File: src/rtl/convseq_pkg.sv
package convseq_pkg;
  typedef enum logic [1:0] {
    ST_IDLE = 2'd0,
    ST_ARM  = 2'd1,
    ST_CONV = 2'd2,
    ST_ACQ  = 2'd3
  } seq_state_e;
endpackage

File: src/rtl/convseq_edge.sv
module convseq_edge #(
  parameter int W = 2
) (
  input  logic         clk,
  input  logic         rst,
  input  logic [W-1:0] din,
  output logic [W-1:0] lvl,
  output logic [W-1:0] rise,
  output logic [W-1:0] fall
);
  logic [W-1:0] smp_q;
  logic [W-1:0] smp_d;

  always_ff @(posedge clk) begin
    if (rst) begin
      smp_q <= '0;
      smp_d <= '0;
    end else begin
      smp_q <= din;
      smp_d <= smp_q;
    end
  end

  for (genvar b = 0; b < W; b++) begin : g_bit
    assign lvl[b]  = smp_q[b];
    assign rise[b] = smp_q[b] & ~smp_d[b];
    assign fall[b] = ~smp_q[b] & smp_d[b];
  end
endmodule

File: src/rtl/convseq_half_cnt.sv
module convseq_half_cnt #(
  parameter int CW = 6
) (
  input  logic          clk,
  input  logic          rst,
  input  logic          clr,
  input  logic          inc,
  output logic [CW-1:0] cnt
);
  always_ff @(posedge clk) begin
    if (rst || clr) cnt <= '0;
    else if (inc)   cnt <= cnt + 1'b1;
  end
endmodule

File: src/rtl/convseq_fsm.sv
module convseq_fsm
  import convseq_pkg::*;
#(
  parameter int HALF_MET  = 37,
  parameter int HALF_MISS = 39,
  parameter int ACQ_HALF  = 4,
  parameter int CW        = 6
) (
  input  logic          clk,
  input  logic          rst,
  input  logic          req,
  input  logic          mclk_lvl,
  input  logic          mclk_fall,
  input  logic          mclk_edge,
  input  logic [CW-1:0] cnt,
  output logic          cnt_clr,
  output logic          cnt_inc,
  output logic          busy,
  output logic          hold,
  output logic          done,
  output logic          dropped
);
  localparam logic [CW-1:0] LAST_MET  = CW'(HALF_MET - 1);
  localparam logic [CW-1:0] LAST_MISS = CW'(HALF_MISS - 1);
  localparam logic [CW-1:0] LAST_ACQ  = CW'(ACQ_HALF - 1);

  seq_state_e state, state_n;
  logic       late, late_n;
  logic       accept;
  logic [CW-1:0] conv_last;

  assign accept    = (state == ST_IDLE) && req;
  assign conv_last = late ? LAST_MISS : LAST_MET;

  always_comb begin
    state_n = state;
    late_n  = late;
    cnt_clr = 1'b0;
    cnt_inc = 1'b0;
    unique case (state)
      ST_IDLE: if (accept) begin
        state_n = ST_ARM;
        late_n  = mclk_lvl;
      end
      ST_ARM: if (mclk_fall) begin
        state_n = ST_CONV;
        cnt_clr = 1'b1;
      end
      ST_CONV: if (mclk_edge) begin
        if (cnt == conv_last) begin
          state_n = ST_ACQ;
          cnt_clr = 1'b1;
        end else begin
          cnt_inc = 1'b1;
        end
      end
      ST_ACQ: if (mclk_edge) begin
        if (cnt == LAST_ACQ) state_n = ST_IDLE;
        else                 cnt_inc = 1'b1;
      end
      default: state_n = ST_IDLE;
    endcase
  end

  always_ff @(posedge clk) begin
    if (rst) begin
      state   <= ST_IDLE;
      late    <= 1'b0;
      busy    <= 1'b0;
      hold    <= 1'b0;
      done    <= 1'b0;
      dropped <= 1'b0;
    end else begin
      state <= state_n;
      late  <= late_n;
      busy  <= (state_n == ST_ARM) || (state_n == ST_CONV);
      hold  <= (state_n == ST_ARM) || (state_n == ST_CONV);
      done  <= (state == ST_CONV) && (state_n == ST_ACQ);
      if (accept)   dropped <= 1'b0;
      else if (req) dropped <= 1'b1;
    end
  end
endmodule

File: src/rtl/conv_start_seq.sv
module conv_start_seq #(
  parameter int HALF_MET  = 37,
  parameter int HALF_MISS = 39,
  parameter int ACQ_HALF  = 4
) (
  input  logic clk,
  input  logic rst,
  input  logic mclk,
  input  logic start_pin,
  input  logic ctl_wr,
  input  logic ctl_go,
  output logic busy,
  output logic th_hold,
  output logic done,
  output logic sw_go_bit,
  output logic start_dropped
);
  localparam int CNT_MAX = (HALF_MISS > ACQ_HALF) ? HALF_MISS : ACQ_HALF;
  localparam int CW      = $clog2(CNT_MAX + 1);

  logic [1:0] ed_lvl, ed_rise, ed_fall;
  logic       req;
  logic       cnt_clr, cnt_inc;
  logic [CW-1:0] cnt;

  // bit 0: master clock, bit 1: start pin
  convseq_edge #(.W(2)) u_edge (
    .clk  (clk),
    .rst  (rst),
    .din  ({start_pin, mclk}),
    .lvl  (ed_lvl),
    .rise (ed_rise),
    .fall (ed_fall)
  );

  always_ff @(posedge clk) begin
    if (rst)                  sw_go_bit <= 1'b0;
    else if (ctl_wr && ctl_go) sw_go_bit <= 1'b1;
    else                      sw_go_bit <= 1'b0;  // consumed on the cycle after the write
  end

  assign req = ed_rise[1] | sw_go_bit;

  convseq_half_cnt #(.CW(CW)) u_cnt (
    .clk (clk),
    .rst (rst),
    .clr (cnt_clr),
    .inc (cnt_inc),
    .cnt (cnt)
  );

  convseq_fsm #(
    .HALF_MET  (HALF_MET),
    .HALF_MISS (HALF_MISS),
    .ACQ_HALF  (ACQ_HALF),
    .CW        (CW)
  ) u_fsm (
    .clk       (clk),
    .rst       (rst),
    .req       (req),
    .mclk_lvl  (ed_lvl[0]),
    .mclk_fall (ed_fall[0]),
    .mclk_edge (ed_rise[0] | ed_fall[0]),
    .cnt       (cnt),
    .cnt_clr   (cnt_clr),
    .cnt_inc   (cnt_inc),
    .busy      (busy),
    .hold      (th_hold),
    .done      (done),
    .dropped   (start_dropped)
  );
endmodule

File: config.mk
export PLATFORM = sky130hd
export DESIGN_NAME = conv_start_seq
export DESIGN_NICKNAME = d
export VERILOG_FILES = /design/src/rtl/convseq_pkg.sv /design/src/rtl/convseq_edge.sv /design/src/rtl/convseq_half_cnt.sv /design/src/rtl/convseq_fsm.sv /design/src/rtl/conv_start_seq.sv
export SDC_FILE = /design/constraint.sdc
export NUM_CORES = 1
export LEC_CHECK = 0
export BUFFER_PORTS_ARGS = -buffer_cell sky130_fd_sc_hd__buf_2
export CAP_MARGIN = 20
export CORE_MARGIN = 4
export CORE_UTILIZATION = 45
export CTS_CLUSTER_DIAMETER = 150
export DETAILED_ROUTE_END_ITERATION = 10
export PLACE_DENSITY = 0.69
export SLEW_MARGIN = 20
export SYNTH_ARGS = -nofsm -noshare
export SYNTH_HDL_FRONTEND = slang
export SYNTH_SLANG_ARGS = --single-unit
File: constraint.sdc
create_clock -name clk -period 2.2 [get_ports clk]
set_input_delay 0.33 -clock clk [delete_from_list [all_inputs] [get_ports clk]]
set_output_delay 0.33 -clock clk [all_outputs]
set_load 0.005 [all_outputs]
After elaboration in Yosys (flattened, before gate mapping)

Index checks and enable logic that the tools add are counted.

Flip-flop bits (word level): 17
Input port bits: 6
Output and inout bits: 5
Logic and storage cells: 52

Add/subtract/negate cells: 1
Equal/unequal tests: 8
Multiplexer cells: 18
Bitwise gates (word level): 8
Reductions and logical operators: 8

Operators with widths:

| kind                                                                  | number |
|---|---|
| 2-bit two-way mux                                                     | 7 |
| 2-bit equality test, second input constant                            | 4 |
| 1-bit two-way mux                                                     | 8 |
| 2-bit case mux with 4 select lines                                    | 1 |
| 6-bit by 1-bit adder with 6-bit output, second input constant         | 1 |
| 6-bit by 2-bit equality test with 1-bit output, second input constant | 1 |
| 6-bit equality test                                                   | 1 |
| 2-bit by 1-bit equality test with 1-bit output, second input constant | 2 |
| 1-bit case mux with 2 select lines                                    | 2 |
| 1-bit AND                                                             | 3 |
| 1-bit logical AND                                                     | 3 |
| 1-bit NOT                                                             | 3 |
| 2-bit logical NOT                                                     | 1 |
| 1-bit logical OR                                                      | 2 |
| 1-bit bitwise OR                                                      | 2 |
| 2-bit AND reduction                                                   | 1 |
| 2-bit OR reduction                                                    | 1 |

Logic depth before layout (Yosys ltp)

Gate-level depths: netlist of run 1.

Word-level depth: 8
Gate-level depth with buffers: 9
Depth with buffers taken out: 9

Modules after synthesis

From an unflattened synthesis of run 1, not the netlist that was laid out.

Cell total of the unflattened synthesis: 93
Area total of the unflattened synthesis: 895.9 um^2

Modules (own cells, without submodules):

| module           | instances | cells each | area an instance (um^2) | sequential area each (um^2) |
|---|---|---|---|---|
| convseq_fsm      | 1         | 51         | 475.5                   | 120.1 |
| convseq_half_cnt | 1         | 26         | 249.0                   | 120.1 |
| convseq_edge     | 1         | 12         | 130.1                   | 80.1 |
| conv_start_seq   | 1         | 4          | 41.3                    | 20.0 |

Least setup slack after synthesis of run 1

No wires, ideal clock.

Kind: reg2reg
From: register u_edge.smp_q[0] (netlist: u_edge.lvl[0])
To: register u_fsm.busy
Library setup time: 0.128 ns
Data arrival time: 1.710 ns
Required time: 2.072 ns
Slack: 0.362 ns
Stages on the path, launching flop included: 9
Path buffers: 0
Period minus slack after synthesis: 1.838 ns
Path through: dfxtp_1 -> inv_1 -> ha_1 -> nor4_1 -> a31oi_1 -> nor3_1 -> o221ai_1 -> ha_1 -> nor2b_1

Word-level cells in the longest chain between the ends: 7
Elaborated cells on any way between the ends: 11
Classes of those cells: 2 x eq/ne; 4 x mux; 4 x bitwise; 1 x reduce/logical

Ends and longest elaborated chain:

| item                                                                                         | RTL line                             | RTL |
|---|---|---|
| start: declaration                                                                           | convseq_edge.sv:11                   | `logic [W-1:0] smp_q;` |
| start signal: assignment                                                                     | convseq_edge.sv:19                   | `smp_q <= din;` |
| 1-bit NOT                                                                                    | convseq_edge.sv:27                   | `assign fall[b] = ~smp_q[b] & smp_d[b];` |
| 1-bit AND                                                                                    | convseq_edge.sv:27                   |  |
| 1-bit bitwise OR                                                                             | conv_start_seq.sv:63                 | `.mclk_edge (ed_rise[0] \| ed_fall[0]),` |
| 2-bit two-way mux, on equally long branches                                                  | convseq_fsm.sv:57, convseq_fsm.sv:49 |  |
| 2-bit case mux with 4 select lines *                                                         | convseq_fsm.sv:40                    | `unique case (state)` |
| net u_fsm.state_n[0]                                                                         | convseq_fsm.sv:27                    | `seq_state_e state, state_n;` |
| 2-bit by 1-bit equality test with 1-bit output / 2-bit equality test (equally long branches) | convseq_fsm.sv:76                    | `busy <= (state_n == ST_ARM) \|\| (state_n == ST_CONV);` |
| 1-bit logical OR *                                                                           | convseq_fsm.sv:76                    |  |
| end signal: assignment                                                                       | convseq_fsm.sv:76                    |  |
| end: declaration                                                                             | convseq_fsm.sv:18                    | `output logic busy,` |

Mark *: on every way through the listed nets, which the timed path passes. The rest lies on a longest branch.
A chain may end at the register's enable or synchronous reset.

Worst setup path after layout of run 1

From: register u_fsm.state[0]
To: register u_fsm.busy

Word-level cells in the longest chain between the ends: 6
Elaborated cells on any way between the ends: 15
Classes of those cells: 5 x eq/ne; 7 x mux; 3 x reduce/logical

Ends and longest elaborated chain:

| item                                                                                         | RTL line                             | RTL |
|---|---|---|
| start: declaration                                                                           | convseq_fsm.sv:27                    |  |
| start signal: assignment                                                                     | convseq_fsm.sv:74                    | `state <= state_n;` |
| 2-bit logical NOT                                                                            | convseq_fsm.sv:32, convseq_fsm.sv:40 |  |
| 1-bit logical AND                                                                            | convseq_fsm.sv:32                    | `assign accept = (state == ST_IDLE) && req;` |
| 2-bit two-way mux                                                                            | convseq_fsm.sv:41                    | `ST_IDLE: if (accept) begin` |
| 2-bit case mux with 4 select lines *                                                         | convseq_fsm.sv:40                    |  |
| net u_fsm.state_n[0]                                                                         | convseq_fsm.sv:27                    |  |
| 2-bit by 1-bit equality test with 1-bit output / 2-bit equality test (equally long branches) | convseq_fsm.sv:76                    |  |
| 1-bit logical OR *                                                                           | convseq_fsm.sv:76                    |  |

Marked as above.

==> impl_metrics.env, run 1 <==
export IMPL_fmax_mhz=491
export IMPL_cts_root_buf="clkbuf_4"
export IMPL_vias=669
export IMPL_drt_iter0_drc=18
export IMPL_power_internal_uw=416
export IMPL_setup_viol=0
export IMPL_syn_avg_cell_area_sq_um=9.11
export IMPL_drc=0
export IMPL_synth_nets=106
export IMPL_n_antenna_cell=0
export IMPL_firstDrtPassIters=4
export IMPL_multi_input_area_sq_um=468
export IMPL_yosysWarnings=0
export IMPL_portBuffers=10
export IMPL_grt_max_degree=13
export IMPL_crit_type="flop to flop"
export IMPL_end_kind="flop"
export IMPL_irDropWorstVdd_v=0.000339
export IMPL_clock_latency_ns=0.29
export IMPL_final_cell_mix="dfxtp_1, nor2_1, buf_2"
export IMPL_finish_utilization=0.540
export IMPL_cts_hold_buf=0
export IMPL_nFillCells=173
export IMPL_leakage_uw=0.000359
export IMPL_drt_wl_total_mm=1.61
export IMPL_p_switching_uw=136
export IMPL_fin_skew_ns=0.00314
export IMPL_required_ns=2.38
export IMPL_nets=119
export IMPL_initial_core_util=0.480
export IMPL_p_sw_frac=0.246
export IMPL_status="finished clean"
export IMPL_synthCells=93
export IMPL_max_slew_margin=0.595
export IMPL_io_pins=11
export IMPL_slew_violations=0
export IMPL_placed_cells=126
export IMPL_netlist_area_sq_um=847
export IMPL_cts_buffers_inserted=3
export IMPL_dieArea_sq_mm=0.00264
export IMPL_worst_path_max_fanout=5
export IMPL_cts_sinks=17
export IMPL_yosysUniqueCellTypes=29
export IMPL_min_period_ns=2.04
export IMPL_area_growth_pct=12.6
export IMPL_grt_pass1_wl_mm=2.63
export IMPL_rsz0062_at_grt="no"
export IMPL_max_slew_worst_pin_slew_ns=0.601
export IMPL_grt_use_total=0.133
export IMPL_clockBufferDepth=2
export IMPL_die_h_um=51.4
export IMPL_p_seq_frac=0.585
export IMPL_worstPathArrival_ns=2.22
export IMPL_detail_route_antenna_nets=0
export IMPL_drv_cap=0
export IMPL_path_clk_slew_ns=0.10
export IMPL_row_count=15
export IMPL_grt_ovfl_total=0
export IMPL_yosysSeqAreaShare=0.402
export IMPL_post_dp_hpwl_mm=1.18
export IMPL_finalCritPeriodShare=0.926
export IMPL_die_w_um=51.4
export IMPL_yosys_register_bits=17
export IMPL_cts_tree="built"
export IMPL_cp_start_kind="flop"
export IMPL_layout_commonest_cell="dfxtp_1"
export IMPL_grt_pass1_vias=632
export IMPL_routabilityCongestion=0.866
export IMPL_p_total_uw=551
export IMPL_finalHoldViolCount=0
export IMPL_layoutNonFillerInstCount=130
export IMPL_cp_startpoint="u_fsm.state[0]"
export IMPL_hp_start="mclk"
export IMPL_reg2reg_from="u_fsm.state[0]"
export IMPL_fin_setup_tns_ns=0
export IMPL_hold_path_class="input port to flop"
export IMPL_pwr_density_cell_mw_per_mm2=578
export IMPL_regArea_sq_um=340
export IMPL_vias_per_cell=5.15
export IMPL_layout_drive_gt1_share=0.210
export IMPL_p_clk_frac=0.301
export IMPL_wl_per_cell_um=12.4
export IMPL_htree_levels=1
export IMPL_antenna_found_initial=0
export IMPL_core_area_sq_mm=0.00176
export IMPL_combPwrFrac=0.114
[through the flow]
step | cell area (sq um) | hold WS (ns) | worst slack [ns]
after floorplan | 847 | 0.402 | 0.362
after global placement | 921 | 0.441 | 0.312
after CTS | 947 | 0.237 | 0.177
after detailed placement | 921 | 0.452 | 0.190
after global routing | 953 | 0.251 | 0.00738
final | 953 | 0.247 | 0.162
[state kept, by name, summed over array words and instances (netlist names)]
signal         flops
u_fsm.state        2
u_cnt.cnt          6
u_fsm.done         1
u_edge.lvl         2
u_fsm.dropped      1
u_fsm.late         1
u_fsm.busy         1
u_edge.smp_d       2
sw_go_bit          1
[cell families after synthesis]
family / synth area share
compound gates: 0.173
xor+xnor: 0.0517
fa+ha+maj: 0.103
buf+inv: 0.0532
flops: 0.402
mux: 0.0118
simple gates: 0.205
[power groups by stage]
stage          Sequential, uW  Clock (uW)  Combinational (uW)
5_1_grt                   324         188                69.9
2_1_floorplan             330           0                41.8
3_3_place_gp              329           0                58.5
6_report                  323         166                62.9
3_5_place_dp              330           0                60.8
4_1_cts                   323         173                61.0
[worst max-delay path, cell delays in order (launching register included)]
cell and delay (ns):
dfxtp_1 0.37, inv_1 0.09, ha_1 0.26, nor4_2 0.24
a31oi_1 0.14, nor3_1 0.19, o221ai_1 0.18, ha_1 0.33
nor2b_1 0.12
[synthesized netlist by cell type]
master	instances	share of area
nor3_1	1	0.0059
a31oi_1	2	0.015
dfxtp_1	17	0.40
a21o_1	1	0.0089
o21ai_0	1	0.0059
a211oi_2	3	0.044
nand4_1	1	0.0074
mux2i_1	1	0.012
o31ai_1	1	0.0089
nand2b_1	1	0.0074
nand3_1	3	0.018
a21oi_2	1	0.010
and4_2	1	0.012
a21oi_1	4	0.024
o211ai_1	1	0.0089
nor4b_2	1	0.018
a41o_1	1	0.012
nor2b_1	8	0.059
ha_1	7	0.10
a311o_2	1	0.013
nor2_1	14	0.062
nand2_1	2	0.0089
xnor2_1	5	0.052
nor4_1	1	0.0074
inv_1	8	0.035
o221ai_1	1	0.010
clkbuf_1	2	0.0089
o21ai_1	2	0.012
buf_4	1	0.0089
[area by class of cell]
type	count	area share
multi-input combinational	65	0.491
sequential	17	0.357
timing repair buffer	11	0.0604
clock buffer	4	0.0276
tap	25	0.0328
inverter	8	0.0315
[worst paths after layout]
kind                     endpoint  slack (ns)  cells after the start
setup / recovery       u_fsm.busy        0.16                      8
hold / removal      u_edge.lvl[0]        0.25                      2
setup reg to reg       u_fsm.busy        0.16                      8
hold reg to reg   u_edge.smp_d[1]        0.47                      1
[layer usage]
layer | part of all wire | track usage
met3 | 0.033 | 0.0350
met5 | 0 | 0
met1 | 0.48 | 0.169
met2 | 0.47 | 0.206
met4 | 0.0093 | 0.0655
[what timing repair did]
| action | in CTS | in global routing |
|---|---|---|
| endpoints found under the setup margin | 0 | 1 |
| gates resized for setup | 0 | 1 |
| buffers inserted | 0 | 0 |
No activity file was read; power rests on OpenSTA's default activity.
==> inputs of run 2 (changes only) <==
- PLACE_DENSITY: 0.69 -> 0.76
==> impl_metrics.env, run 2 (synthesis results as in run 1) <==
export IMPL_status="finished clean"
export IMPL_leakage_uw=0.000361
export IMPL_holdPathEnd="u_edge.lvl[0]"
export IMPL_cts_sinks=17
export IMPL_largest_reg_flops=6
export IMPL_nets=119
export IMPL_setup_viol=0
export IMPL_drc=0
export IMPL_wl_per_cell_um=11.3
export IMPL_vias_per_cell=5.28
export IMPL_regMostFlops="u_cnt.cnt"
export IMPL_setup_ws_ns=0.222
export IMPL_regToRegSetupSlack_ns=0.22
export IMPL_slew_violations=0
export IMPL_grt_max_degree=13
export IMPL_portBuffers=10
export IMPL_timing_rr_end="u_fsm.busy"
export IMPL_finalCritPeriodShare=0.899
export IMPL_irDropWorstVdd_v=0.000243
export IMPL_pwr_density_cell_mw_per_mm2=579
export IMPL_max_slew_margin=0.663
export IMPL_firstDrtPassIters=4
export IMPL_cts_root_buf="clkbuf_4"
export IMPL_rr_worst_depth=8
export IMPL_area_growth_pct=12.0
export IMPL_layout_drive_gt1_share=0.210
export IMPL_hold_path_class="input port to flop"
export IMPL_worst_path_max_fanout=5
export IMPL_final_cell_mix="dfxtp_1, nor2_1, buf_2"
export IMPL_drv_cap=0
export IMPL_grt_pass1_vias=622
export IMPL_finalHoldViolCount=0
export IMPL_post_place_ws_ns=0.227
export IMPL_n_antenna_cell=0
export IMPL_post_dp_hpwl_mm=1.10
export IMPL_layout_commonest_cell="dfxtp_1"
export IMPL_crit_type="flop to flop"
export IMPL_required_ns=2.39
export IMPL_row_count=15
export IMPL_rsz0062_at_grt="no"
export IMPL_grt_use_total=0.127
export IMPL_drt_wl_total_mm=1.47
export IMPL_grt_ovfl_total=0
export IMPL_cts_hold_buf=0
export IMPL_antenna_found_initial=0
export IMPL_reg2reg_from="u_fsm.state[0]"
export IMPL_dieArea_sq_mm=0.00264
export IMPL_core_area_sq_mm=0.00176
export IMPL_hp_start="mclk"
export IMPL_die_h_um=51.4
export IMPL_htree_levels=1
export IMPL_cts_buffers_inserted=3
export IMPL_fin_setup_tns_ns=0
export IMPL_worstPathArrival_ns=2.16
export IMPL_max_slew_worst_pin_slew_ns=0.501
export IMPL_cts_resized=0
export IMPL_cp_start_kind="flop"
export IMPL_end_kind="flop"
export IMPL_clockBufferDepth=2
export IMPL_fin_skew_ns=0.00489
export IMPL_drt_iter0_drc=14
export IMPL_fmax_mhz=506
export IMPL_grt_pass1_wl_mm=2.51
export IMPL_initial_core_util=0.480
export IMPL_cts_tree="built"
export IMPL_vias=687
export IMPL_cts_setup_buffers=0
export IMPL_path_clk_slew_ns=0.10
export IMPL_detail_route_antenna_nets=0
export IMPL_clock_latency_ns=0.29
export IMPL_min_period_ns=1.98
export IMPL_min_path_cells=2
export IMPL_io_pins=11
export IMPL_die_w_um=51.4
export IMPL_routabilityCongestion=0.871
==> run 2: changes by cell type in the layout (fill, tap and decap cells not counted), sizes merged <==
cell and change:
clkbuf -1, clkinv +1
==> run 2: where the power goes <==
part	internal, uW	total [uW]	switching [uW]
sequential	318	323	5.01
combinational	27.0	59.7	32.7
clock	67.7	167	98.9
total	412	549	137
==> run 2: final cells by class <==
type | instances | area (sq um)
Fill cell | 174 | 816
Multi-Input combinational cell | 65 | 462
Sequential cell | 17 | 340
Timing Repair Buffer | 11 | 57.6
Tap cell | 25 | 31.3
Inverter | 8 | 30.0
Clock buffer | 3 | 22.5
Clock inverter | 1 | 5.00
==> run 2: how the worst max path moves through the flow <==
stage	startpoint	to	slack [ns]	depth (start not counted)
2_1_floorplan	u_edge.lvl[0]	u_fsm.busy	0.36	8
6_report	u_fsm.state[0]	u_fsm.busy	0.22	8
3_3_place_gp	u_fsm.state[0]	u_fsm.busy	0.31	8
4_1_cts	u_fsm.state[0]	u_fsm.busy	0.21	8
5_1_grt	u_fsm.state[0]	u_fsm.busy	0.03	8
3_5_place_dp	u_fsm.state[1]	u_fsm.busy	0.23	8
==> run 2: critical path: stages, from the launching register on <==
cell and delay, ns:
dfxtp_1 0.37, inv_1 0.09, ha_1 0.26, nor4_1 0.25, a31oi_1 0.14, nor3_1 0.19
o221ai_1 0.15, ha_1 0.31, nor2b_1 0.12
==> run 2: metal layers <==
layer,track usage,up-vias,share of wire
li1,-,345,-
met1,0.151,319,0.45
met2,0.199,18,0.48
met3,0.0262,5,0.035
met4,0.0961,0,0.035
met5,0,-,0
==> run 2: stage by stage <==
step	hold slack [ns]	utilization	std cells	total power, uW	instance area [sq um]
3_5_place_dp	0.462	0.522	126	390	921
2_1_floorplan	0.402	-	93	372	847
6_report	0.245	0.538	130	549	948
5_1_grt	0.233	0.538	130	577	948
4_1_cts	0.232	0.538	130	560	948
3_3_place_gp	0.443	0.522	126	387	921
==> inputs of run 3 (changes only) <==
- CTS_CLUSTER_DIAMETER: 150 -> 100
- clock period: 2.2 -> 2.12 ns (I/O delays scaled with it)
==> impl_metrics.env, run 3 (synthesis results as in run 1) <==
export IMPL_fin_setup_tns_ns=0
export IMPL_cp_num_buf_inv=1
export IMPL_drt_iter0_drc=14
export IMPL_cp_startpoint="u_fsm.state[0]"
export IMPL_timing_rr_end="u_fsm.busy"
export IMPL_required_ns=2.31
export IMPL_grt_use_total=0.127
export IMPL_detail_route_antenna_nets=0
export IMPL_initial_core_util=0.480
export IMPL_portBuffers=10
export IMPL_vias_per_cell=5.28
export IMPL_clock_latency_ns=0.29
export IMPL_rr_worst_depth=8
export IMPL_routabilityCongestion=0.871
export IMPL_drt_wl_total_mm=1.47
export IMPL_min_period_ns=1.89
export IMPL_pwr_density_cell_mw_per_mm2=601
export IMPL_cts_buffers_inserted=3
export IMPL_area_growth_pct=12.0
export IMPL_die_w_um=51.4
export IMPL_timing_hold_ws_ns=0.233
export IMPL_slowest_stage="dfxtp_1"
export IMPL_layout_commonest_cell="dfxtp_1"
export IMPL_cp_start_kind="flop"
export IMPL_cp_num_cells=8
export IMPL_antenna_found_initial=0
export IMPL_finalHoldViolCount=0
export IMPL_cts_setup_buffers=0
export IMPL_grt_pass1_wl_mm=2.51
export IMPL_path_clk_slew_ns=0.10
export IMPL_post_dp_hpwl_mm=1.10
export IMPL_final_cell_mix="dfxtp_1, nor2_1, buf_2"
export IMPL_slew_violations=0
export IMPL_hold_path_class="input port to flop"
export IMPL_htree_levels=1
export IMPL_worst_path_max_fanout=5
export IMPL_vias=686
export IMPL_setup_ws_ns=0.233
export IMPL_core_area_sq_mm=0.00176
export IMPL_drv_cap=0
export IMPL_cts_hold_buf=0
export IMPL_cts_sinks=17
export IMPL_critPathTopFamily="adder cells"
export IMPL_max_slew_worst_pin_slew_ns=0.508
export IMPL_regMostFlops="u_cnt.cnt"
export IMPL_fin_skew_ns=0.00492
export IMPL_worstPathArrival_ns=2.07
export IMPL_drc=0
export IMPL_reg2reg_from="u_fsm.state[0]"
export IMPL_nets=119
export IMPL_grt_ovfl_total=0
export IMPL_irDropWorstVdd_v=0.000252
export IMPL_regToRegSetupSlack_ns=0.23
export IMPL_cp_cell_sequence="inv_1 -> ha_1 -> nor4_1 -> a31oi_1 -> nor3_1 -> o221ai_1 -> ha_1 -> nor2b_1"
export IMPL_die_h_um=51.4
export IMPL_rsz0062_at_grt="no"
export IMPL_grt_pass1_vias=622
export IMPL_dieArea_sq_mm=0.00264
export IMPL_crit_type="flop to flop"
export IMPL_setup_viol=0
export IMPL_firstDrtPassIters=4
export IMPL_finalCritPeriodShare=0.890
export IMPL_cts_tree="built"
export IMPL_grt_max_degree=13
export IMPL_fmax_mhz=530
export IMPL_crit_top_cell="ha_1"
export IMPL_largest_reg_flops=6
export IMPL_p_total_uw=570
export IMPL_row_count=15
export IMPL_cts_resized=0
export IMPL_clockBufferDepth=2
export IMPL_io_pins=11
export IMPL_nFillCells=174
export IMPL_cts_root_buf="clkbuf_4"
export IMPL_leakage_uw=0.000363
export IMPL_layout_drive_gt1_share=0.210
export IMPL_crit_end="u_fsm.busy"
export IMPL_max_slew_margin=0.657
export IMPL_n_antenna_cell=0
export IMPL_slowest_delay_ns=0.37
export IMPL_post_place_ws_ns=0.147
export IMPL_end_kind="flop"
export IMPL_wl_per_cell_um=11.3
export IMPL_status="finished clean"
## run 3: cell counts in the layout (fill, tap and decap cells not counted)
No cell type changed its count.
## run 3: layout make-up
type,instances,area (sq um),share of cell area
clock buffers,3,22.5,0.0237
well taps,25,31.3,0.0330
repair buffers,11,57.6,0.0607
inverters,8,30.0,0.0317
flip-flops and latches,17,340,0.359
clock inverters,1,5.00,0.00528
multi-input cells,65,462,0.487
## run 3: metrics by stage
stage,util,instances,cell area (sq um)
final,0.538,130,948
after global routing,0.538,130,948
after CTS,0.538,130,948
after detailed placement,0.522,126,921
after global placement,0.522,126,921
after floorplan,-,93,847
## run 3: layer usage
layer  wire [um]  GRT usage  vias to the layer above
met5           0          0                        -
met4          52     0.0961                        0
met3          47     0.0262                        5
met2         704      0.199                       18
met1         667      0.151                      318
li1            -          -                      345
## run 3: worst min-delay path by stage
stage	startpoint	end	slack, ns	cells after the start
after floorplan	rst	u_edge.lvl[0]	0.39	1
after global placement	u_edge.lvl[1]	u_edge.smp_d[1]	0.44	1
after detailed placement	u_edge.lvl[0]	u_edge.smp_d[0]	0.46	2
after CTS	mclk	u_edge.lvl[0]	0.22	2
after global routing	mclk	u_edge.lvl[0]	0.22	2
final	mclk	u_edge.lvl[0]	0.23	2
## run 3: power breakdown
part | switching, uW | total, uW | internal, uW
Combinational | 34.0 | 61.8 | 27.9
Sequential | 5.20 | 335 | 330
Clock | 103 | 173 | 70.2
